<file path="config.mk">
export PLATFORM = sky130hd
export DESIGN_NAME = pc_update_unit
export DESIGN_NICKNAME = d
export VERILOG_FILES = /design/src/rtl/pcu_pkg.sv /design/src/rtl/pcu_jump_former.sv /design/src/rtl/pcu_next_sel.sv /design/src/rtl/pcu_wr_gate.sv /design/src/rtl/pc_update_unit.sv
export SDC_FILE = /design/constraint.sdc
export NUM_CORES = 1
export LEC_CHECK = 0
export CELL_PAD_IN_SITES_DETAIL_PLACEMENT = 1
export CELL_PAD_IN_SITES_GLOBAL_PLACEMENT = 1
export CORE_ASPECT_RATIO = 0.5
export CORE_MARGIN = 2
export CORE_UTILIZATION = 50
export DETAILED_ROUTE_END_ITERATION = 10
export DONT_BUFFER_PORTS = 1
export PLACE_DENSITY = 0.82
export SYNTH_ARGS = -nofsm -noshare
export SYNTH_HDL_FRONTEND = slang
export SYNTH_HIERARCHICAL = 1
export SYNTH_SLANG_ARGS = --single-unit
export TNS_END_PERCENT = 10
</file>
<file path="constraint.sdc">
create_clock -name clk -period 2.95 [get_ports clk]
set_input_delay 0.295 -clock clk [delete_from_list [all_inputs] [get_ports clk]]
set_output_delay 0.295 -clock clk [all_outputs]
set_load 0.01 [all_outputs]
</file>
<file path="src/rtl/pcu_pkg.sv">
package pcu_pkg;
    localparam int XLEN_DEF  = 32;
    localparam int JBITS_DEF = 26;

    typedef enum logic [1:0] {
        SRC_ALU  = 2'b00,
        SRC_BUF  = 2'b01,
        SRC_JUMP = 2'b10,
        SRC_RSVD = 2'b11
    } pc_src_e;
endpackage

</file>
<file path="src/rtl/pcu_jump_former.sv">
module pcu_jump_former #(
    parameter int XLEN  = 32,
    parameter int JBITS = 26
) (
    input  logic [XLEN-1:0]  pc_cur,
    input  logic [JBITS-1:0] jfield,
    output logic [XLEN-1:0]  target
);
    localparam int HI = XLEN - JBITS - 2;

    // Upper bits come from the counter, which already holds PC+4 after fetch.
    always_comb begin
        target = {pc_cur[XLEN-1 -: HI], jfield, 2'b00};
    end
endmodule

</file>
<file path="src/rtl/pcu_next_sel.sv">
module pcu_next_sel
    import pcu_pkg::*;
#(
    parameter int XLEN = 32
) (
    input  logic [1:0]      src,
    input  logic [XLEN-1:0] alu_result,
    input  logic [XLEN-1:0] alu_buf,
    input  logic [XLEN-1:0] jump_tgt,
    input  logic [XLEN-1:0] pc_cur,
    output logic [XLEN-1:0] nxt
);
    pc_src_e sel;

    always_comb begin
        sel = pc_src_e'(src);
        unique case (sel)
            SRC_ALU:  nxt = alu_result;
            SRC_BUF:  nxt = alu_buf;
            SRC_JUMP: nxt = jump_tgt;
            SRC_RSVD: nxt = pc_cur;
            default:  nxt = pc_cur;
        endcase
    end
endmodule

</file>
<file path="src/rtl/pcu_wr_gate.sv">
module pcu_wr_gate (
    input  logic wr,
    input  logic wr_cond,
    input  logic zero,
    output logic en
);
    always_comb begin
        en = (zero & wr_cond) | wr;
    end
endmodule

</file>
<file path="src/rtl/pc_update_unit.sv">
module pc_update_unit
    import pcu_pkg::*;
#(
    parameter int XLEN  = XLEN_DEF,
    parameter int JBITS = JBITS_DEF
) (
    input  logic             clk,
    input  logic             rst,
    input  logic [XLEN-1:0]  alu_result,
    input  logic [XLEN-1:0]  alu_out_reg,
    input  logic [JBITS-1:0] jump_field,
    input  logic             alu_zero,
    input  logic [1:0]       pc_src,
    input  logic             pc_wr,
    input  logic             pc_wr_cond,
    output logic [XLEN-1:0]  pc
);
    logic [XLEN-1:0] jump_tgt;
    logic [XLEN-1:0] pc_next;
    logic            wr_en;

    pcu_jump_former #(.XLEN(XLEN), .JBITS(JBITS)) u_jump (
        .pc_cur (pc),
        .jfield (jump_field),
        .target (jump_tgt)
    );

    pcu_next_sel #(.XLEN(XLEN)) u_sel (
        .src        (pc_src),
        .alu_result (alu_result),
        .alu_buf    (alu_out_reg),
        .jump_tgt   (jump_tgt),
        .pc_cur     (pc),
        .nxt        (pc_next)
    );

    pcu_wr_gate u_gate (
        .wr      (pc_wr),
        .wr_cond (pc_wr_cond),
        .zero    (alu_zero),
        .en      (wr_en)
    );

    always_ff @(posedge clk) begin
        if (rst) begin
            pc <= '0;
        end else if (wr_en) begin
            pc <= pc_next;
        end
    end
endmodule

</file>
Word-level counts from Yosys, hierarchy flattened --
Index checks and enable logic that the tools add are counted.
Word-level totals: bits in registers 32, logic and storage cells 13, input bits 97
Operators by class: eq/ne operators 3, bitwise operators 4, reductions and logical operators 3, muxes and demuxes 1
Operator list (number):
- case mux 32 bit (3 select lines) | 1
- == test 2 bit, second input constant | 2
- AND reduction 3 bit | 1
- == test 2 x 1 -> 1 bit, second input constant | 1
- logical NOT 2 bit | 1
- inverter 1 bit | 2
- AND reduction 2 bit | 1
- AND 1 bit | 1
- OR 1 bit | 1

Depth between registers and ports, before layout --
Gate-level depths: netlist of run 1.
depth after elaboration 3, mapped depth 5

Cells and area by module --
The synthesis of run 1 kept the hierarchy.
By module, submodules not included:
- pc_update_unit | times used 1, cells each 103, area each 1163.6 µm²
- pcu_next_sel | times used 1, cells each 39, area each 814.5 µm²
- pcu_jump_former | times used 1, cells each 33, area each 244.0 µm²
- pcu_wr_gate | times used 1, cells each 1, area each 7.5 µm²

Least setup slack after synthesis of run 1 --
Ideal clock, no wire load.
kind input-to-reg, start point in pc_src[0], end point reg pc[0], slack 1.613 ns, cell stages on the path 5, arrival 1.210 ns, path through buf_6 buf_12 mux4_2 mux2i_1 nor2_1
Between the ends: elaborated cells between the ends (all ways) 7
RTL lines:
- start: declaration | line pc_update_unit.sv:13 | input logic [1:0] pc_src,
- == test 2 bit (tied with other cells) | line pcu_next_sel.sv:17 | unique case (sel)
- case mux 32 bit (3 select lines) (*) | line pcu_next_sel.sv:17
- via pc_next[0] | line pc_update_unit.sv:19 | logic [XLEN-1:0] pc_next;
- end signal: assignment | line pc_update_unit.sv:48 | pc <= pc_next;
- end: declaration | line pc_update_unit.sv:16 | output logic [XLEN-1:0] pc
The timed path passes the listed nets; every way through them passes the cells marked *. A chain may end at the register's enable or synchronous reset.

Final worst setup path of run 1 --
start point in alu_zero, end point reg pc[26]
Between the ends: word-level cells in the longest chain between the ends 3
RTL lines:
- start: declaration | line pc_update_unit.sv:12 | input logic alu_zero,
- AND 1 bit | line pcu_wr_gate.sv:8 | en = (zero & wr_cond) | wr;
- OR 1 bit | line pcu_wr_gate.sv:8
- AND reduction 2 bit (no line)
Every way passes these cells.

==> impl_table.tex, run 1 <==
\begin{tabular}{lr}
\hline
Metric & Value \\
\hline
\multicolumn{2}{l}{\textbf{Yosys}} \\
Top post-synthesis cells by area & sky130\_fd\_sc\_hd\_\_mux4\_2, sky130\_fd\_sc\_hd\_\_dfxtp\_1, sky130\_fd\_sc\_hd\_\_mux2i\_1 \\
EDFF count, synth & 0 \\
Count of distinct cell types in the synthesized netlist & 12 \\
Primary FF master, synth & sky130\_fd\_sc\_hd\_\_dfxtp\_1 \\
Cell area after synthesis & 2230 um2 \\
Count of mapped cells out of synthesis & roughly 180 \\
Syn avg cell area & 12.7 um2 \\
Post-synthesis register bit count & 32 \\
Dominant cell type by area after synthesis & sky130\_fd\_sc\_hd\_\_mux4\_2 \\
Leading cell types by count after synthesis & sky130\_fd\_sc\_hd\_\_buf\_4, sky130\_fd\_sc\_hd\_\_dfxtp\_1, sky130\_fd\_sc\_hd\_\_mux2i\_1, sky130\_fd\_sc\_hd\_\_nor2\_1, sky130\_fd\_sc\_hd\_\_mux4\_2 \\
Synth warnings & 6 \\
Top-area cell type share of the netlist area & 30.3\% \\
Post-synth ARST share & 0\% \\
Post-synthesis sequential area ratio & between 20\% and 30\% \\
\multicolumn{2}{l}{\textbf{GRT}} \\
Met1 routing resource usage after global routing & between 15 and 20\% \\
Number of antenna violations at the first check in global routing & 0 \\
All-layer global routing usage & between 10\% and 20\% \\
Pin count of the biggest net entering global routing & 33 \\
First-pass GRT wire length & 6.52 mm \\
Met2 Use GR & 29.9\% \\
Fraction of met3 tracks used by global routing & between 7 and 8\% \\
Routing layer with the top usage in global route & met2 \\
Total global routing overflow & 0 \\
Number of global-route vias before repair & 1,257 \\
\multicolumn{2}{l}{\textbf{Cells and area}} \\
Layout cell share with drive strength beyond 1 & 26.5\% \\
Final std cell area, no fill & 1970 um2 \\
Register with the most flip-flops & pc \\
Nets@finish & about 240 \\
Area Growth Syn to Fin & -11.8\% \\
Number of flip-flops in the largest register & 32 \\
Antenna Diode Count & 0 \\
Largest registers in the final layout & pc x32 \\
\multicolumn{2}{l}{\textbf{Route}} \\
Post-route antenna net violation count & 0 \\
Total via count after detailed routing & 1,187 \\
Vias per cell & 6.15 \\
First-pass iteration count of the detailed router & 4 \\
Routed Wire Length & 4.16 mm \\
Mean routed wirelength per cell & about 22 um \\
DRC viols & 0 \\
First DRT Iteration DRCs & 21 \\
\multicolumn{2}{l}{\textbf{Clocking}} \\
Number of gates resized after CTS & 0 \\
Post-CTS setup buffer count & 0 \\
Clock tree root buffer cell & sky130\_fd\_sc\_hd\_\_clkbuf\_8 \\
Clock tree from TritonCTS & yes \\
Skew-Pair Late Insertion Delay & 270 ps \\
H-tree levels & 2 \\
Cts hold-fix bufs & 0 \\
TritonCTS Buffers & 5 \\
Clock transition at the registers of the reported paths & approximately 60 ps \\
Num Clock Sinks & 32 \\
Buffer levels on the longest clock path & 2 \\
\multicolumn{2}{l}{\textbf{Power}} \\
Fraction of power consumed by sequential logic & 53.5\% \\
Worst VDD drop & $\sim$0.16 mV \\
Switching power summed over all nets & 0.235 mW \\
Power share of the combinational group & 16.3\% \\
Total leakage power & 0.814 nW \\
Areal power density over the cells & 491 nW/um2 \\
Share of total power in the clock network & 30.2\% \\
Int Pwr & about 0.73 mW \\
Sw Ratio & between 20\% and 30\% \\
\multicolumn{2}{l}{\textbf{Timing}} \\
Final setup viols & 0 \\
Transition time at the pin with the least slew margin & 979 ps \\
Part of the cycle the worst path needs & 42.2\% \\
Final number of max-transition violations & 0 \\
Final TNS setup & 0 ps \\
Min Tclk post-route & 1250 ps \\
Slew margin rel. & 34.7\% \\
Max Fclk & 0.803 GHz \\
Final hold violation count & 0 \\
Clk\_skew & 0 ps \\
Unrepaired setup endpoints after global routing & no \\
\multicolumn{2}{l}{\textbf{Critical path}} \\
Worst endpoint required time & 3110 ps \\
Worst-path maximum fanout & 32 \\
Worst Setup Path Type & input port to flop \\
Category of the worst setup path capture point & flop \\
Nature of the critical path startpoint & input port \\
Arrival time of the worst setup path & approximately 1400 ps \\
\multicolumn{2}{l}{\textbf{Place}} \\
Cell area after placement & 1900 um2 \\
Port buffer count & 0 \\
Final Wtd Congestion & between 0.6 and 0.7 \\
\multicolumn{2}{l}{\textbf{Floorplan}} \\
Num ports & 129 \\
Placeable core region & $\sim$4300 um2 \\
Vertical die dimension & a little over 50 um \\
Initial Utilization & between 50\% and 60\% \\
Horizontal die dimension & between 90 and 100 um \\
Cell row count & 17 \\
Area of the die & 5040 um2 \\
\multicolumn{2}{l}{\textbf{Worst hold path}} \\
Worst min-delay path class & input port to flop \\
\multicolumn{2}{l}{\textbf{Run status}} \\
Run status & complete, no violations \\
\multicolumn{2}{l}{\textbf{Run}} \\
Number of max-cap violations & 0 \\
\hline
\end{tabular}
## logic make-up (layout without fill, tap and decap cells)
| logic type | count (synthesis) | in the layout | synth area share (%) |
|---|---|---|---|
| flops | 32 | 32 | 28.7 |
| other cells | 1 | 2 | 0.168 |
| simple gates | 32 | 32 | 5.39 |
| mux | 64 | 64 | 47.0 |
| compound gates | 1 | 1 | 0.337 |
| buf+inv | 46 | 5 | 18.4 |
## critical path, stage by stage
cell and delay [ps]:
sky130_fd_sc_hd__a21o_2 760, sky130_fd_sc_hd__mux2i_1 280, sky130_fd_sc_hd__nor2_1 60
## through the flow
stage | std cells | hold WS, ps | util (%) | worst slack [ps] | power (mW)
2_1_floorplan | 177 | 367 | - | 1610 | 0.735
3_3_place_gp | 188 | 370 | 43.7 | 1450 | 0.677
3_5_place_dp | 188 | 373 | 43.7 | 1400 | 0.685
4_1_cts | 193 | 75.6 | 45.3 | 1690 | 0.989
5_1_grt | 193 | 68.2 | 45.3 | 1600 | 1.03
6_report | 193 | 91.0 | 45.3 | 1700 | 0.965
## final timing paths
path | start | endpoint | slack, ps | depth (start not counted)
worst max-delay path | alu_zero | pc[26] | 1700 | 3
worst min-delay path | rst | pc[10] | 90 | 1
worst max register to register | pc[29] | pc[29] | 1790 | 3
worst min register to register | pc[16] | pc[16] | 570 | 2
## layout by cell type (no fill, tap or decap)
cell type	Yosys	layout
sky130_fd_sc_hd__nor2_1	32	32
sky130_fd_sc_hd__dfxtp_1	32	32
sky130_fd_sc_hd__clkbuf_8	0	5
sky130_fd_sc_hd__mux4_2	30	30
sky130_fd_sc_hd__a21o_2	0	1
sky130_fd_sc_hd__mux4_1	2	2
sky130_fd_sc_hd__mux2i_1	32	32
sky130_fd_sc_hd__conb_1	1	2
## routing by layer
| layer | up-vias | wire [um] |
|---|---|---|
| met2 | 69 | 2080 |
| met1 | 584 | 1620 |
| met5 | - | 0 |
| met3 | 2 | 439 |
| li1 | 532 | - |
| met4 | 0 | 19 |
## power groups by stage
stage	logic, mW	clock network (mW)	registers, mW
after global placement	0.153	0	0.524
after CTS	0.160	0.312	0.516
after global routing	0.173	0.333	0.521
final	0.158	0.291	0.516
after detailed placement	0.160	0	0.526
after floorplan	0.218	0	0.516
## layout make-up
type | count | area, um2
clock buffers | 5 | 68.8
well taps | 57 | 71.3
multi-input cells | 99 | 1180
flip-flops and latches | 32 | 641
fillers | 457 | 2370
Note: power is estimated with default switching activity, not from simulation.
==> inputs of run 2 (changes only) <==
--- a/config.mk
+++ b/config.mk
@@ -5,14 +5,15 @@
 export SDC_FILE = /design/constraint.sdc
 export NUM_CORES = 1
 export LEC_CHECK = 0
+export ABC_AREA = 1
 export CELL_PAD_IN_SITES_DETAIL_PLACEMENT = 1
 export CELL_PAD_IN_SITES_GLOBAL_PLACEMENT = 1
 export CORE_ASPECT_RATIO = 0.5
 export CORE_MARGIN = 2
-export CORE_UTILIZATION = 50
+export CORE_UTILIZATION = 42
 export DETAILED_ROUTE_END_ITERATION = 10
 export DONT_BUFFER_PORTS = 1
-export PLACE_DENSITY = 0.82
+export PLACE_DENSITY = 0.79
 export SYNTH_ARGS = -nofsm -noshare
 export SYNTH_HDL_FRONTEND = slang
 export SYNTH_HIERARCHICAL = 1
==> constraint.sdc (replaced) <==
create_clock -name clk -period 1.3 [get_ports clk]
set_input_delay 0.13 -clock clk [delete_from_list [all_inputs] [get_ports clk]]
set_output_delay 0.13 -clock clk [all_outputs]
set_load 0.01 [all_outputs]
==> run 2 against run 1 <==
  * Synthesized cell count up 140%
  * Die area up 40%
  * First-iteration DRC count grew to 2.7 times the previous value
  * Register-to-register slack worse by 1500 ps
  * Total power grew to 3.0 times the previous value
  * Area after synthesis up 20%
  * Largest power group unchanged
==> impl_table.tex, run 2 <==
\begin{tabular}{lr}
\hline
Metric & Value \\
\hline
\multicolumn{2}{l}{\textbf{Power}} \\
Overall power of the completed layout & 2.89 mW \\
Int Pwr & 2.07 mW \\
Share of total power in the clock network & a little over two fifths \\
Worst VDD drop & 0.435 mV \\
Total leakage power & 1.13 nW \\
Areal power density over the cells & 1160 nW/um2 \\
Power share of the combinational group & 16.7\% \\
Sw Ratio & 28.3\% \\
Fraction of power consumed by sequential logic & between 40\% and 50\% \\
Switching power summed over all nets & 0.818 mW \\
\multicolumn{2}{l}{\textbf{Cells and area}} \\
End-of-flow core utilization & 40.6\% \\
Final std cell area, no fill & 2480 um2 \\
Antenna Diode Count & 0 \\
Leading cell types in the layout, fill and taps excluded & sky130\_fd\_sc\_hd\_\_nand2\_1, sky130\_fd\_sc\_hd\_\_nand3\_1, sky130\_fd\_sc\_hd\_\_nor2\_1 \\
Nets@finish & 470 \\
Number of flip-flops in the largest register & 32 \\
Area occupied by multi-input gates & 1360 um2 \\
\# fillers & 853 \\
Most common cell after layout, fill and taps aside & sky130\_fd\_sc\_hd\_\_nand2\_1 \\
Register area & between 600 and 700 um2 \\
Area Growth Syn to Fin & -7.16\% \\
Largest registers in the final layout & pc x32 \\
Layout cell share with drive strength beyond 1 & $\sim$7\% \\
Register with the most flip-flops & pc \\
\multicolumn{2}{l}{\textbf{Floorplan}} \\
Horizontal die dimension & around 120 um \\
Num ports & 129 \\
Vertical die dimension & a little over 60 um \\
Area of the die & 7060 um2 \\
Placeable core region & between 6000 and 7000 um2 \\
Cell row count & 20 \\
Initial Utilization & 43.8\% \\
\multicolumn{2}{l}{\textbf{Yosys}} \\
Syn avg cell area & 6.29 um2 \\
EDFF count, synth & 0 \\
Primary FF master, synth & sky130\_fd\_sc\_hd\_\_dfxtp\_1 \\
Dominant cell type by area after synthesis & sky130\_fd\_sc\_hd\_\_dfxtp\_1 \\
Cell area after synthesis & 2670 um2 \\
Post-synthesis register bit count & 32 \\
Most repeated cell in the gate-level netlist after synthesis & sky130\_fd\_sc\_hd\_\_nand2\_1 \\
Post-synthesis sequential area ratio & 24.0\% \\
Post-synth ARST share & 0\% \\
Count of mapped cells out of synthesis & 425 \\
Synth warnings & 6 \\
Top post-synthesis cells by area & sky130\_fd\_sc\_hd\_\_dfxtp\_1, sky130\_fd\_sc\_hd\_\_nand3\_1, sky130\_fd\_sc\_hd\_\_nand2\_1 \\
Leading cell types by count after synthesis & sky130\_fd\_sc\_hd\_\_nand2\_1, sky130\_fd\_sc\_hd\_\_nand3\_1, sky130\_fd\_sc\_hd\_\_nor2\_1 \\
Count of distinct cell types in the synthesized netlist & 15 \\
Top-area cell type share of the netlist area & roughly a quarter \\
\multicolumn{2}{l}{\textbf{Route}} \\
First DRT Iteration DRCs & 56 \\
Post-route antenna net violation count & 0 \\
DRC viols & 0 \\
First-pass iteration count of the detailed router & 4 \\
Vias per cell & 5.41 \\
Total via count after detailed routing & between 2,000 and 2,500 \\
Routed Wire Length & 7.12 mm \\
Mean routed wirelength per cell & 15.4 um \\
\multicolumn{2}{l}{\textbf{Run status}} \\
Run status & complete, no violations \\
\multicolumn{2}{l}{\textbf{Worst hold path}} \\
Origin of the worst min-delay path & alu\_result[17] \\
Number of cells traversed by the worst hold path & 6 \\
Worst hold endpoint & pc[17] \\
Worst min-delay path class & input port to flop \\
\multicolumn{2}{l}{\textbf{GRT}} \\
Number of global-route vias before repair & 2,319 \\
Total global routing overflow & 0 \\
Number of antenna violations at the first check in global routing & 0 \\
First-pass GRT wire length & 10.8 mm \\
Pin count of the biggest net entering global routing & between 60 and 70 \\
All-layer global routing usage & 19.8\% \\
\multicolumn{2}{l}{\textbf{Clocking}} \\
Cts hold-fix bufs & 0 \\
TritonCTS Buffers & 5 \\
Clock tree root buffer cell & sky130\_fd\_sc\_hd\_\_clkbuf\_16 \\
Number of gates resized after CTS & 0 \\
Buffer levels on the longest clock path & 2 \\
Skew-Pair Late Insertion Delay & 270 ps \\
Clock tree from TritonCTS & yes \\
Num Clock Sinks & 32 \\
Clock transition at the registers of the reported paths & 50 ps \\
H-tree levels & 2 \\
Post-CTS setup buffer count & 0 \\
\multicolumn{2}{l}{\textbf{Run}} \\
Number of max-cap violations & 0 \\
\multicolumn{2}{l}{\textbf{Timing}} \\
Final number of max-transition violations & 0 \\
Final setup viols & 0 \\
Final hold violation count & 0 \\
Min Tclk post-route & 981 ps \\
Max Fclk & between 1 and 1.5 GHz \\
Clk\_skew & 0 ps \\
Post-route worst hold slack & approximately 180 ps \\
Final TNS setup & 0 ps \\
Part of the cycle the worst path needs & about three quarters \\
Unrepaired setup endpoints after global routing & no \\
\multicolumn{2}{l}{\textbf{Critical path}} \\
Nature of the critical path startpoint & flop \\
Worst endpoint required time & approximately 1500 ps \\
Launch point of the critical path & pc[1] \\
End of the worst register-to-register path & pc[1] \\
Worst-path maximum fanout & 3 \\
Flop-to-flop setup slack & between 300 and 400 ps \\
Worst Setup Path Type & flop to flop \\
Worst reg-to-reg path cell count & 6 \\
Reg-to-Reg Start & pc[1] \\
Category of the worst setup path capture point & flop \\
Arrival time of the worst setup path & 1180 ps \\
\multicolumn{2}{l}{\textbf{Place}} \\
Detail Placement HPWL & 4.88 mm \\
Final Wtd Congestion & around 0.69 \\
Cell area after placement & 2330 um2 \\
Port buffer count & 0 \\
\hline
\end{tabular}
-- run 2: critical path, stage by stage, from the launching register on --
cell,delay (ps)
sky130_fd_sc_hd__dfxtp_1,440
sky130_fd_sc_hd__nand3_2,100
sky130_fd_sc_hd__nand4_1,100
sky130_fd_sc_hd__inv_1,50
sky130_fd_sc_hd__nand2_1,50
sky130_fd_sc_hd__nand2_1,50
sky130_fd_sc_hd__nor2_1,120
-- run 2: stage by stage --
step / cells / worst slack (ps)
2_1_floorplan: 426 / 379
3_3_place_gp: 454 / 341
3_5_place_dp: 454 / 234
4_1_cts: 461 / 310
5_1_grt: 461 / 221
6_report: 461 / 319
-- run 2: worst max-delay path by stage --
| stage | endpoint | slack, ps | cells after the start |
|---|---|---|---|
| CTS | pc[1] | 310 | 6 |
| global route | pc[4] | 220 | 6 |
| global placement | pc[2] | 340 | 8 |
| detailed placement | pc[1] | 230 | 8 |
| floorplan | pc[30] | 380 | 7 |
| finish | pc[1] | 320 | 6 |
-- run 2: cell families after synthesis --
family	after synthesis	share of synthesized area (%)
other	1	0.140
buffers and inverters	101	25.6
AND/OR/NAND/NOR	291	50.3
flip-flops	32	24.0
-- run 2: routing by layer --
metal | global-route usage [%] | part of all wire, % | vias to the layer above
li1 | - | - | 1229
met1 | 23.1 | 44 | 1171
met2 | 35.8 | 46 | 90
met3 | 7.19 | 9.6 | 4
met4 | 4.03 | 0.58 | 0
met5 | 0 | 0 | -
-- run 2: power groups by stage --
stage	clock [mW]	combinational (mW)	sequential (mW)
after floorplan	0	0.579	1.19
after CTS	1.25	0.490	1.20
after global routing	1.29	0.560	1.22
after global placement	0	0.453	1.22
after detailed placement	0	0.489	1.22
final	1.20	0.482	1.20
-- run 2: cell type report --
cell class / count / area share (%)
clock buffer: 7 / 6.15
tap: 88 / 4.44
multi-input combinational: 293 / 54.6
inverter: 36 / 5.45
timing repair buffer: 5 / 3.53
sequential: 32 / 25.8
